### config.mk
export PLATFORM = sky130hd
export DESIGN_NAME = banked_regfile
export DESIGN_NICKNAME = d
export VERILOG_FILES = /design/src/rtl/banked_rf_pkg.sv /design/src/rtl/banked_rf_store.sv /design/src/rtl/banked_rf_sp.sv /design/src/rtl/banked_rf_stack.sv /design/src/rtl/banked_rf_pc.sv /design/src/rtl/banked_regfile.sv
export SDC_FILE = /design/constraint.sdc
export NUM_CORES = 1
export LEC_CHECK = 0
export BUFFER_PORTS_ARGS = -buffer_cell sky130_fd_sc_hd__buf_4
export CORE_UTILIZATION = 25
export DETAILED_ROUTE_END_ITERATION = 10
export GPL_ROUTABILITY_DRIVEN = 0
export PLACE_DENSITY = 0.48
export SLEW_MARGIN = 20
export SYNTH_ARGS = -nofsm -noshare
export SYNTH_HDL_FRONTEND = slang
export SYNTH_SLANG_ARGS = --single-unit
### constraint.sdc
create_clock -name clk -period 3.3 [get_ports clk]
set_clock_uncertainty 0.15 [all_clocks]
set_input_delay 0.33 -clock clk [delete_from_list [all_inputs] [get_ports clk]]
set_output_delay 0.33 -clock clk [all_outputs]
set_load 0.01 [all_outputs]
### src/rtl/banked_rf_pkg.sv
package banked_rf_pkg;
   typedef enum logic {
      BANK_MAIN = 1'b0,
      BANK_PROC = 1'b1
   } sp_bank_e;

   typedef enum logic {
      STK_IDLE = 1'b0,
      STK_BUSY = 1'b1
   } stk_state_e;
endpackage

### src/rtl/banked_rf_store.sv
module banked_rf_store #(
   parameter int unsigned DATA_W = 32,
   parameter int unsigned NREG   = 16,
   parameter int unsigned ADDR_W = 4,
   parameter int unsigned SP_IDX = 13,
   parameter int unsigned PC_IDX = 15
) (
   input  logic                         clk,
   input  logic                         wr_en,
   input  logic [ADDR_W-1:0]            wr_idx,
   input  logic [DATA_W-1:0]            wr_data,
   input  logic [1:0][ADDR_W-1:0]       rd_idx,
   output logic [1:0][DATA_W-1:0]       rd_val
);
   logic [DATA_W-1:0] ent [NREG];

   for (genvar i = 0; i < NREG; i++) begin : g_ent
      if (i == SP_IDX || i == PC_IDX) begin : g_none
         assign ent[i] = '0;
      end else begin : g_reg
         logic [DATA_W-1:0] q;
         always_ff @(posedge clk) begin
            if (wr_en && wr_idx == ADDR_W'(i)) q <= wr_data;
         end
         assign ent[i] = q;
      end
   end

   for (genvar p = 0; p < 2; p++) begin : g_rd
      assign rd_val[p] = ent[rd_idx[p]];
   end
endmodule

### src/rtl/banked_rf_sp.sv
module banked_rf_sp #(
   parameter int unsigned          DATA_W    = 32,
   parameter int unsigned          ALIGN_W   = 2,
   parameter logic [DATA_W-1:0]    MAIN_INIT = '0,
   parameter logic [DATA_W-1:0]    PROC_INIT = '0
) (
   input  logic                     clk,
   input  logic                     rst_n,
   input  logic                     sel_q,
   input  logic                     wr_en,
   input  logic [DATA_W-1:0]        wr_data,
   input  logic                     sys_we,
   input  logic                     sys_wsel,
   input  logic [DATA_W-1:0]        sys_wdata,
   input  logic                     adj_en,
   input  logic                     adj_bank,
   input  logic [DATA_W-1:0]        adj_val,
   output logic [1:0][DATA_W-1:0]   sp_q
);
   localparam logic [DATA_W-1:0] KEEP_MASK = ~DATA_W'((1 << ALIGN_W) - 1);

   for (genvar b = 0; b < 2; b++) begin : g_bank
      localparam logic [DATA_W-1:0] INIT = (b == 0) ? MAIN_INIT : PROC_INIT;
      logic [DATA_W-1:0] q;
      always_ff @(posedge clk or negedge rst_n) begin
         if (!rst_n) begin
            q <= INIT & KEEP_MASK;
         end else if (adj_en && adj_bank == 1'(b)) begin
            q <= adj_val & KEEP_MASK;
         end else if (sys_we && sys_wsel == 1'(b)) begin
            q <= sys_wdata & KEEP_MASK;
         end else if (wr_en && sel_q == 1'(b)) begin
            q <= wr_data & KEEP_MASK;
         end
      end
      assign sp_q[b] = q;
   end
endmodule

### src/rtl/banked_rf_stack.sv
module banked_rf_stack
   import banked_rf_pkg::*;
#(
   parameter int unsigned DATA_W     = 32,
   parameter int unsigned WORD_BYTES = 4
) (
   input  logic                     clk,
   input  logic                     rst_n,
   input  logic                     push,
   input  logic                     pop,
   input  logic [DATA_W-1:0]        wdata,
   input  logic                     sel_q,
   input  logic [1:0][DATA_W-1:0]   sp_q,
   input  logic                     mem_ack,
   input  logic [DATA_W-1:0]        mem_rdata,
   output logic                     busy,
   output logic                     mem_req,
   output logic                     mem_we,
   output logic [DATA_W-1:0]        mem_addr,
   output logic [DATA_W-1:0]        mem_wdata,
   output logic                     adj_en,
   output logic                     adj_bank,
   output logic [DATA_W-1:0]        adj_val,
   output logic                     pop_valid,
   output logic [DATA_W-1:0]        pop_data
);
   localparam logic [DATA_W-1:0] STEP = DATA_W'(WORD_BYTES);

   stk_state_e        state_q;
   logic              bank_q;
   logic              is_push_q;
   logic [DATA_W-1:0] addr_q;
   logic [DATA_W-1:0] data_q;
   logic [DATA_W-1:0] sp_now;

   assign sp_now = sp_q[sel_q];

   always_ff @(posedge clk or negedge rst_n) begin
      if (!rst_n) begin
         state_q   <= STK_IDLE;
         bank_q    <= BANK_MAIN;
         is_push_q <= 1'b0;
         addr_q    <= '0;
         data_q    <= '0;
      end else if (state_q == STK_IDLE) begin
         if (push || pop) begin
            state_q   <= STK_BUSY;
            bank_q    <= sel_q;
            is_push_q <= push;
            addr_q    <= push ? (sp_now - STEP) : sp_now;
            data_q    <= wdata;
         end
      end else if (mem_ack) begin
         state_q <= STK_IDLE;
      end
   end

   assign busy      = (state_q == STK_BUSY);
   assign mem_req   = busy;
   assign mem_we    = is_push_q;
   assign mem_addr  = addr_q;
   assign mem_wdata = data_q;
   assign adj_en    = busy && mem_ack;
   assign adj_bank  = bank_q;
   assign adj_val   = is_push_q ? addr_q : (addr_q + STEP);
   assign pop_valid = busy && mem_ack && !is_push_q;
   assign pop_data  = mem_rdata;
endmodule

### src/rtl/banked_rf_pc.sv
module banked_rf_pc #(
   parameter int unsigned DATA_W     = 32,
   parameter int unsigned WORD_BYTES = 4
) (
   input  logic                clk,
   input  logic                rst_n,
   input  logic                wr_pc,
   input  logic [DATA_W-1:0]   wr_data,
   input  logic [DATA_W-1:0]   pc_in,
   output logic [DATA_W-1:0]   pc_read,
   output logic                br_valid,
   output logic [DATA_W-1:0]   br_target,
   output logic                br_fault
);
   localparam logic [DATA_W-1:0] AHEAD = DATA_W'(WORD_BYTES);

   logic [DATA_W-1:0] ahead;
   assign ahead   = pc_in + AHEAD;
   assign pc_read = {ahead[DATA_W-1:1], 1'b0};

   always_ff @(posedge clk or negedge rst_n) begin
      if (!rst_n) begin
         br_valid  <= 1'b0;
         br_fault  <= 1'b0;
         br_target <= '0;
      end else begin
         br_valid <= wr_pc && wr_data[0];
         br_fault <= wr_pc && !wr_data[0];
         if (wr_pc && wr_data[0]) br_target <= {wr_data[DATA_W-1:1], 1'b0};
      end
   end
endmodule

### src/rtl/banked_regfile.sv
module banked_regfile
   import banked_rf_pkg::*;
#(
   parameter int unsigned       DATA_W    = 32,
   parameter int unsigned       NREG      = 16,
   parameter logic [DATA_W-1:0] MAIN_INIT = DATA_W'(32'h2000_1000),
   parameter logic [DATA_W-1:0] PROC_INIT = DATA_W'(32'h2000_0800),
   localparam int unsigned      ADDR_W    = $clog2(NREG)
) (
   input  logic                clk,
   input  logic                rst_n,
   input  logic                sp_sel,
   input  logic [ADDR_W-1:0]   rd_a_idx,
   output logic [DATA_W-1:0]   rd_a_data,
   input  logic [ADDR_W-1:0]   rd_b_idx,
   output logic [DATA_W-1:0]   rd_b_data,
   input  logic                wr_en,
   input  logic [ADDR_W-1:0]   wr_idx,
   input  logic [DATA_W-1:0]   wr_data,
   input  logic [DATA_W-1:0]   pc_in,
   output logic                br_valid,
   output logic [DATA_W-1:0]   br_target,
   output logic                br_fault,
   input  logic                sys_rsel,
   output logic [DATA_W-1:0]   sys_rdata,
   input  logic                sys_we,
   input  logic                sys_wsel,
   input  logic [DATA_W-1:0]   sys_wdata,
   input  logic                stk_push,
   input  logic                stk_pop,
   input  logic [DATA_W-1:0]   stk_wdata,
   output logic                stk_busy,
   output logic                pop_valid,
   output logic [DATA_W-1:0]   pop_data,
   output logic                mem_req,
   output logic                mem_we,
   output logic [DATA_W-1:0]   mem_addr,
   output logic [DATA_W-1:0]   mem_wdata,
   input  logic                mem_ack,
   input  logic [DATA_W-1:0]   mem_rdata
);
   localparam int unsigned SP_IDX     = NREG - 3;
   localparam int unsigned PC_IDX     = NREG - 1;
   localparam int unsigned WORD_BYTES = DATA_W / 8;
   localparam int unsigned ALIGN_W    = $clog2(WORD_BYTES);

   if (NREG < 4 || (NREG & (NREG - 1)) != 0) begin : g_bad_nreg
      $error("NREG must be a power of two of at least 4");
   end
   if (DATA_W < 16 || (DATA_W & (DATA_W - 1)) != 0) begin : g_bad_width
      $error("DATA_W must be a power of two of at least 16");
   end

   logic                   sel_q;
   logic [1:0][DATA_W-1:0] sp_q;
   logic [1:0][ADDR_W-1:0] rd_idx;
   logic [1:0][DATA_W-1:0] store_val;
   logic [1:0][DATA_W-1:0] rd_out;
   logic [DATA_W-1:0]      pc_read;
   logic                   wr_sp, wr_pc;
   logic                   adj_en, adj_bank;
   logic [DATA_W-1:0]      adj_val;

   always_ff @(posedge clk or negedge rst_n) begin
      if (!rst_n) sel_q <= BANK_MAIN;
      else        sel_q <= sp_sel;
   end

   assign wr_sp = wr_en && wr_idx == ADDR_W'(SP_IDX);
   assign wr_pc = wr_en && wr_idx == ADDR_W'(PC_IDX);

   banked_rf_store #(
      .DATA_W(DATA_W), .NREG(NREG), .ADDR_W(ADDR_W),
      .SP_IDX(SP_IDX), .PC_IDX(PC_IDX)
   ) i_store (
      .clk(clk), .wr_en(wr_en), .wr_idx(wr_idx), .wr_data(wr_data),
      .rd_idx(rd_idx), .rd_val(store_val)
   );

   banked_rf_sp #(
      .DATA_W(DATA_W), .ALIGN_W(ALIGN_W),
      .MAIN_INIT(MAIN_INIT), .PROC_INIT(PROC_INIT)
   ) i_sp (
      .clk(clk), .rst_n(rst_n), .sel_q(sel_q),
      .wr_en(wr_sp), .wr_data(wr_data),
      .sys_we(sys_we), .sys_wsel(sys_wsel), .sys_wdata(sys_wdata),
      .adj_en(adj_en), .adj_bank(adj_bank), .adj_val(adj_val),
      .sp_q(sp_q)
   );

   banked_rf_stack #(.DATA_W(DATA_W), .WORD_BYTES(WORD_BYTES)) i_stack (
      .clk(clk), .rst_n(rst_n), .push(stk_push), .pop(stk_pop),
      .wdata(stk_wdata), .sel_q(sel_q), .sp_q(sp_q),
      .mem_ack(mem_ack), .mem_rdata(mem_rdata), .busy(stk_busy),
      .mem_req(mem_req), .mem_we(mem_we), .mem_addr(mem_addr),
      .mem_wdata(mem_wdata), .adj_en(adj_en), .adj_bank(adj_bank),
      .adj_val(adj_val), .pop_valid(pop_valid), .pop_data(pop_data)
   );

   banked_rf_pc #(.DATA_W(DATA_W), .WORD_BYTES(WORD_BYTES)) i_pc (
      .clk(clk), .rst_n(rst_n), .wr_pc(wr_pc), .wr_data(wr_data),
      .pc_in(pc_in), .pc_read(pc_read), .br_valid(br_valid),
      .br_target(br_target), .br_fault(br_fault)
   );

   assign rd_idx[0] = rd_a_idx;
   assign rd_idx[1] = rd_b_idx;

   for (genvar p = 0; p < 2; p++) begin : g_port
      always_comb begin
         if (rd_idx[p] == ADDR_W'(SP_IDX))      rd_out[p] = sp_q[sel_q];
         else if (rd_idx[p] == ADDR_W'(PC_IDX)) rd_out[p] = pc_read;
         else                                   rd_out[p] = store_val[p];
      end
   end

   assign rd_a_data = rd_out[0];
   assign rd_b_data = rd_out[1];
   assign sys_rdata = sp_q[sys_rsel];
endmodule

==> impl_metrics.yaml, run 1 <==
timing:
  max_freq_mhz: 309
  tightest_slew_ns: 1.13
  finalSetupViolCount: 0
  hold_viol: 0
  slew_headroom_pct: 24.5
  slew_viol_final: 0
  holdWs_ns: 0.0387
  fin_tns_setup_ns: 0
  post-route-period-util_pct: 98.0
  rsz0062_at_grt: "no"
  setup_slack_ns: 0.0655
  min_period_ns: 3.23
clock_tree:
  clock_sinks: 607
  cts_tree: "done"
  cts_buffer_depth: 3
  cts_htree_levels: 3
  clkTransAtPathRegs_ns: 0.06
  clk_latency_ns: 0.64
  root_buffer: "clkbuf_16"
  cts-buffers-inserted: 73
worst_setup_path:
  crit_path_start_kind: "register"
  reg2reg_to: "i_stack.mem_addr[27]$_DFFE_PN0P_"
  critPathSlowestCell: "mux4_2"
  crit-reg2reg-launch: "sel_q$_DFF_PN0_"
  cp_common_cell: "mux4_2"
  slowest_delay_ns: 0.49
  cp_cell_sequence: "mux4_2 -> mux4_2 -> a21oi_1 -> o21ai_0 -> buf_4"
  r2r_slack_ns: 0.20
  endpoint_kind: "primary output"
  cp_max_fo: 2
  worstRegToRegCells: 6
  required_ns: 2.82
  arrival_ns: 2.75
  critical_path_class: "register to primary output"
die:
  die_h_microns: 355
  core_sq_mm: 0.124
  dieArea_sq_mm: 0.126
  io_pins: 412
  die_w_microns: 355
  num_rows: 129
  start_util_pct: 25.2
yosys:
  synth_flop_cell: "edfxtp_1"
  syn_inst: 2246
  syn_avg_cell_area_sq_um: 13.9
  synth_seq_cells: 607
  synth_edf_count: 448
  ys_warn_count: 0
  synthArstFlopShare_pct: 26.2
  netlist_area_sq_mm: 0.0311
  synth_cell_types: 72
  yosysSeqAreaShare_pct: 56.0
global_route:
  grt_pass1_vias: 23400
  grt_max_degree: 73
  grt_pass1_wl_microns: 172000
  overflow: 0
  antenna_found_initial: 14
  grt_use_total_pct: 19.1
run_status:
  status: "complete, no violations"
power_and_ir_drop:
  p_per_area_mw_per_mm2: 577
  vdd_drop_max_uv: 311
  power_leakage_nw: 14.9
  p_total_mw: 23.0
routing:
  vias_per_cell: 5.17
  antenna_left: 0
  first_iter_violations: 2251
  drc_errors: 0
  drt_wl_total_microns: 123000
  num_vias: 22800
  wire_per_inst_microns: 27.9
  dr.pass1.iters: 5
placed_design:
  detailedPlace.worstSlack_ns: 0.129
  dp_hpwl_microns: 83600
  place.port_buffers: 339
layout:
  fillers: 12300
  drive_above_1_share_pct: 33.5
  syn_to_final_growth_pct: 28.3
  final_util_pct: 32.3
  nNetsFinal: 2891
worst_hold_path:
  whs_endpoint: "i_sp.g_bank[0].q[5]$_DFFE_PN0P_"
  min_delay_path_depth: 5
  hold_class: "input port to register"
  hold_start: "sys_wdata[5]"
run:
  cap_violations: 0
-- routing by layer --
metal  up-vias  GRT usage, %  share of wire (%)
met4        12          5.67                2.5
met3       168          3.72                7.7
met5         -             0              0.060
li1       9700             -                  -
met2       945          31.6                 48
met1     11900          25.2                 41
-- state kept, by name, indices dropped and copies added, names as in the netlist --
name	count
i_pc.br_valid	1
i_stack.mem_wdata	32
i_stack.mem_addr	30
sel_q	1
i_store.g_ent.g_reg.q	448
i_pc.br_fault	1
i_stack.adj_bank	1
i_stack.mem_we	1
i_stack.busy	1
i_sp.g_bank.q	60
i_pc.br_target	31
-- worst max-delay path, delay by kind of cell, from the launching register on --
| family | cells | cell delay [ns] |
|---|---|---|
| AO/OA/AOI/OAI | 2 | 0.48 |
| multiplexers | 2 | 0.96 |
| flip-flops | 1 | 0.38 |
| buffers and inverters | 1 | 0.29 |
-- placed cells by master, fill, tap and decap left out, drive strengths merged, types with 51 or more instances in the layout --
master and n:
dlygate4sd3 97, clkbuf 99, mux2i 186, a21oi 80, buf 482, nand2 206
xnor2 51, o21ai 110, nor2 117, o22ai 53, edfxtp 448, dfrtp 155
mux2 79, mux4 194
-- synth_stat cells, drive strengths merged (19+ instances only) --
| cell | instances | area (sq um) |
|---|---|---|
| edfxtp | 448 | 13500 |
| clkbuf | 100 | 375 |
| a211o | 33 | 289 |
| mux4 | 194 | 4370 |
| buf | 100 | 581 |
| nor2 | 117 | 439 |
| mux2 | 79 | 890 |
| nand2 | 206 | 773 |
| nand4 | 22 | 138 |
| nand3 | 33 | 165 |
| nor3 | 33 | 191 |
| mux2i | 186 | 1890 |
| a21oi | 80 | 400 |
| nor4 | 19 | 146 |
| inv | 30 | 113 |
| dfrtp | 155 | 3880 |
| xnor2 | 51 | 447 |
| o22ai | 53 | 338 |
| o221ai | 29 | 254 |
| xor2 | 22 | 193 |
| o21ai | 110 | 551 |
-- logic make-up (layout without fill, tap and decap cells) --
| family | after synthesis | after routing | share of synthesized area [%] |
|---|---|---|---|
| xor gates and xnor gates | 73 | 73 | 2.05 |
| DFF | 607 | 607 | 56.0 |
| other | 1 | 7 | 0.0120 |
| adders and majority gates | 3 | 3 | 0.121 |
| AOI/OAI and AO/OA | 383 | 383 | 7.96 |
| buffers and inverters | 230 | 745 | 3.43 |
| and+or+nand+nor | 490 | 490 | 7.43 |
| muxes | 459 | 459 | 23.0 |
-- timing repair --
action	4_1_cts	5_1_grt
cloned	1	1
hold buffers	97	0
hold endpoints to repair	654	0
setup buffers	0	4
endpoints found under the setup margin	11	9
pin swaps	0	1
gates resized for setup	11	5
-- cell type report --
cell class              count  area [sq um]  share of cell area, %
repair buffers            581          5000                   12.5
well taps                1637          2050                   5.13
diodes                      2          5.00                 0.0125
inverters                  30           113                  0.282
flip-flops and latches    607         17400                   43.7
clock buffers              98          2000                   5.01
clock inverters            36           482                   1.21
multi-input cells        1413         12900                   32.2
-- how the worst max path moves through the flow --
stage	startpoint	endpoint	cells past startpoint
after detailed placement	pc_in[4]	rd_a_data[14]	6
after global placement	pc_in[4]	rd_a_data[14]	6
after floorplan	sel_q$_DFF_PN0_	i_stack.mem_addr[22]$_DFFE_PN0P_	12
final	i_store.g_ent[3].g_reg.q[9]$_DFFE_PP_	rd_a_data[9]	5
after CTS	sel_q$_DFF_PN0_	rd_a_data[22]	5
after global routing	i_store.g_ent[7].g_reg.q[9]$_DFFE_PP_	rd_a_data[9]	5
-- report_power, final --
| part | internal, mW | leakage [nW] | switching, mW |
|---|---|---|---|
| combinational | 2.26 | 7.68 | 2.76 |
| clock | 5.07 | 1.21 | 3.34 |
| sequential | 8.85 | 6.00 | 0.754 |
-- stage by stage --
step | instance area (sq um) | instances
after floorplan | 31200 | 2250
after global placement | 36300 | 4165
after detailed placement | 36300 | 4165
after CTS | 39900 | 4397
after global routing | 39900 | 4404
final | 39900 | 4404
No activity file was read; power rests on OpenSTA's default activity.
==> inputs of run 2 (changes only) <==
==> constraint.sdc (replaced) <==
create_clock -name clk -period 3.3 [get_ports clk]
set_clock_uncertainty 0.15 [all_clocks]
set_input_delay 0.165 -clock clk [delete_from_list [all_inputs] [get_ports clk]]
set_output_delay 0.165 -clock clk [all_outputs]
set_load 0.01 [all_outputs]
==> impl_metrics.yaml, run 2 (synthesis gave the netlist of run 1 again) <==
die:
  num_rows: 129
  die_h_microns: 355
  dieArea_sq_mm: 0.126
  die_w_microns: 355
  io_pins: 412
  start_util_pct: 25.2
  core_sq_mm: 0.124
routing:
  dr.pass1.iters: 5
  dr_wl_met2_microns: 59200
  antenna_left: 0
  routed.top_layer: "met4"
  wire_per_inst_microns: 27.6
  drt_wl_total_microns: 122000
  num_vias: 22800
  drc_errors: 0
  wl_met3_microns: 8520
  vias_per_cell: 5.18
  first_iter_violations: 2150
  drt-met1-wl_microns: 50400
global_route:
  grt_pass1_vias: 23600
  grt_pass1_wl_microns: 172000
  antenna_found_initial: 12
  grt_use_total_pct: 19.0
  grt_max_degree: 90
  overflow: 0
power_and_ir_drop:
  vdd_drop_max_uv: 332
  p_per_area_mw_per_mm2: 587
  p_total_mw: 23.5
  power_leakage_nw: 14.9
worst_setup_path:
  r2r_slack_ns: 0.28
  slowest_delay_ns: 0.62
  arrival_ns: 2.96
  worstRegToRegCells: 8
  crit_end: "rd_a_data[26]"
  reg2reg_to: "i_sp.g_bank[1].q[25]$_DFFE_PN0P_"
  cp_cell_sequence: "buf_16 -> mux2_2 -> o221ai_1 -> a21oi_1 -> buf_4"
  crit_start: "sel_q$_DFF_PN0_"
  endpoint_kind: "primary output"
  crit_path_start_kind: "register"
  crit-reg2reg-launch: "sel_q$_DFF_PN0_"
  cp_max_fo: 27
  critical_path_class: "register to primary output"
  required_ns: 2.98
  critPathSlowestCell: "a21oi_1"
placed_design:
  post_dp_cell_area_sq_mm: 0.0361
  place.port_buffers: 339
  dp_hpwl_microns: 83500
  detailedPlace.worstSlack_ns: 0.406
  dp_cells: 4159
timing:
  post-route-period-util_pct: 99.2
  max_freq_mhz: 305
  slew_viol_final: 0
  rsz0062_at_grt: "no"
  min_period_ns: 3.27
  setup_slack_ns: 0.0259
  finalSetupViolCount: 0
  holdWs_ns: 0.0561
  hold_viol: 0
  fin_tns_setup_ns: 0
  slew_headroom_pct: 26.4
  tightest_slew_ns: 1.10
layout:
  final_cells: 4411
  final_cell_mix: "buf_4, edfxtp_1, nand2_1, mux4_2, mux2i_1"
  final_util_pct: 32.3
  layout_commonest_cell: "buf_4"
  nNetsFinal: 2893
  syn_to_final_growth_pct: 28.4
  drive_above_1_share_pct: 33.4
  final_area_sq_mm: 0.0400
  largest_reg_flops: 448
  largest_register: "i_store.g_ent.g_reg.q"
clock_tree:
  cts_tree: "done"
  root_buffer: "clkbuf_16"
  clkTransAtPathRegs_ns: 0.06
  clock_sinks: 607
  cts_htree_levels: 3
  cts_buffer_depth: 3
  clk_latency_ns: 0.64
  cts-buffers-inserted: 74
run_status:
  status: "complete, no violations"
run:
  cap_violations: 0
worst_hold_path:
  hold_class: "input port to async pin"
-- run 2: cell count changes in the layout (fill, tap and decap cells not counted), moves of 5 or more --
cell	previous run	this run
bufinv_16	10	15
mux2i_2	6	11
clkbuf_1	18	12
buf_12	25	15
clkinvlp_4	0	6
dlygate4sd3_1	97	109
-- run 2: routing by layer --
layer / vias up / track usage [%]
li1: 9694 / -
met1: 11900 / 25.1
met2: 1011 / 31.7
met3: 194 / 3.10
met4: 0 / 5.94
met5: - / 0
-- run 2: power breakdown --
part,switching [mW],internal [mW]
clock network,3.42,5.42
logic,2.75,2.24
registers,0.767,8.85
total,6.94,16.5
-- run 2: worst min-delay path by stage --
stage / start / end / cells after the start
after floorplan: rst_n / i_pc.br_fault$_DFF_PN0_ / 0
after global placement: sp_sel / sel_q$_DFF_PN0_ / 1
after detailed placement: sp_sel / sel_q$_DFF_PN0_ / 1
after CTS: rst_n / i_stack.mem_wdata[13]$_DFFE_PN0P_ / 2
after global routing: sp_sel / sel_q$_DFF_PN0_ / 2
final: rst_n / i_stack.mem_wdata[15]$_DFFE_PN0P_ / 2
-- run 2: area by class of cell --
type	count	area, sq um
Fill cell	12300	83700
Clock buffer	89	1940
Inverter	30	113
Antenna cell	5	12.5
Clock inverter	48	706
Timing Repair Buffer	582	4890
Sequential cell	607	17400
Tap cell	1637	2050
Multi-Input combinational cell	1413	12800
-- run 2: critical path: cells and delay by family (launching register included) --
| kind | cells | cell delay (ns) |
|---|---|---|
| AO/OA/AOI/OAI | 2 | 0.82 |
| buffers and inverters | 2 | 0.46 |
| flip-flops | 1 | 0.58 |
| multiplexers | 1 | 0.41 |
-- run 2: repair_timing --
| item | in CTS | in global routing |
|---|---|---|
| gates cloned | 0 | 1 |
| buffers inserted | 0 | 0 |
| pin swaps | 0 | 0 |
| endpoints found under the hold margin | 700 | 0 |
| endpoints found under the setup margin | 9 | 3 |
| resized for setup | 9 | 2 |
| hold buffers | 109 | 0 |
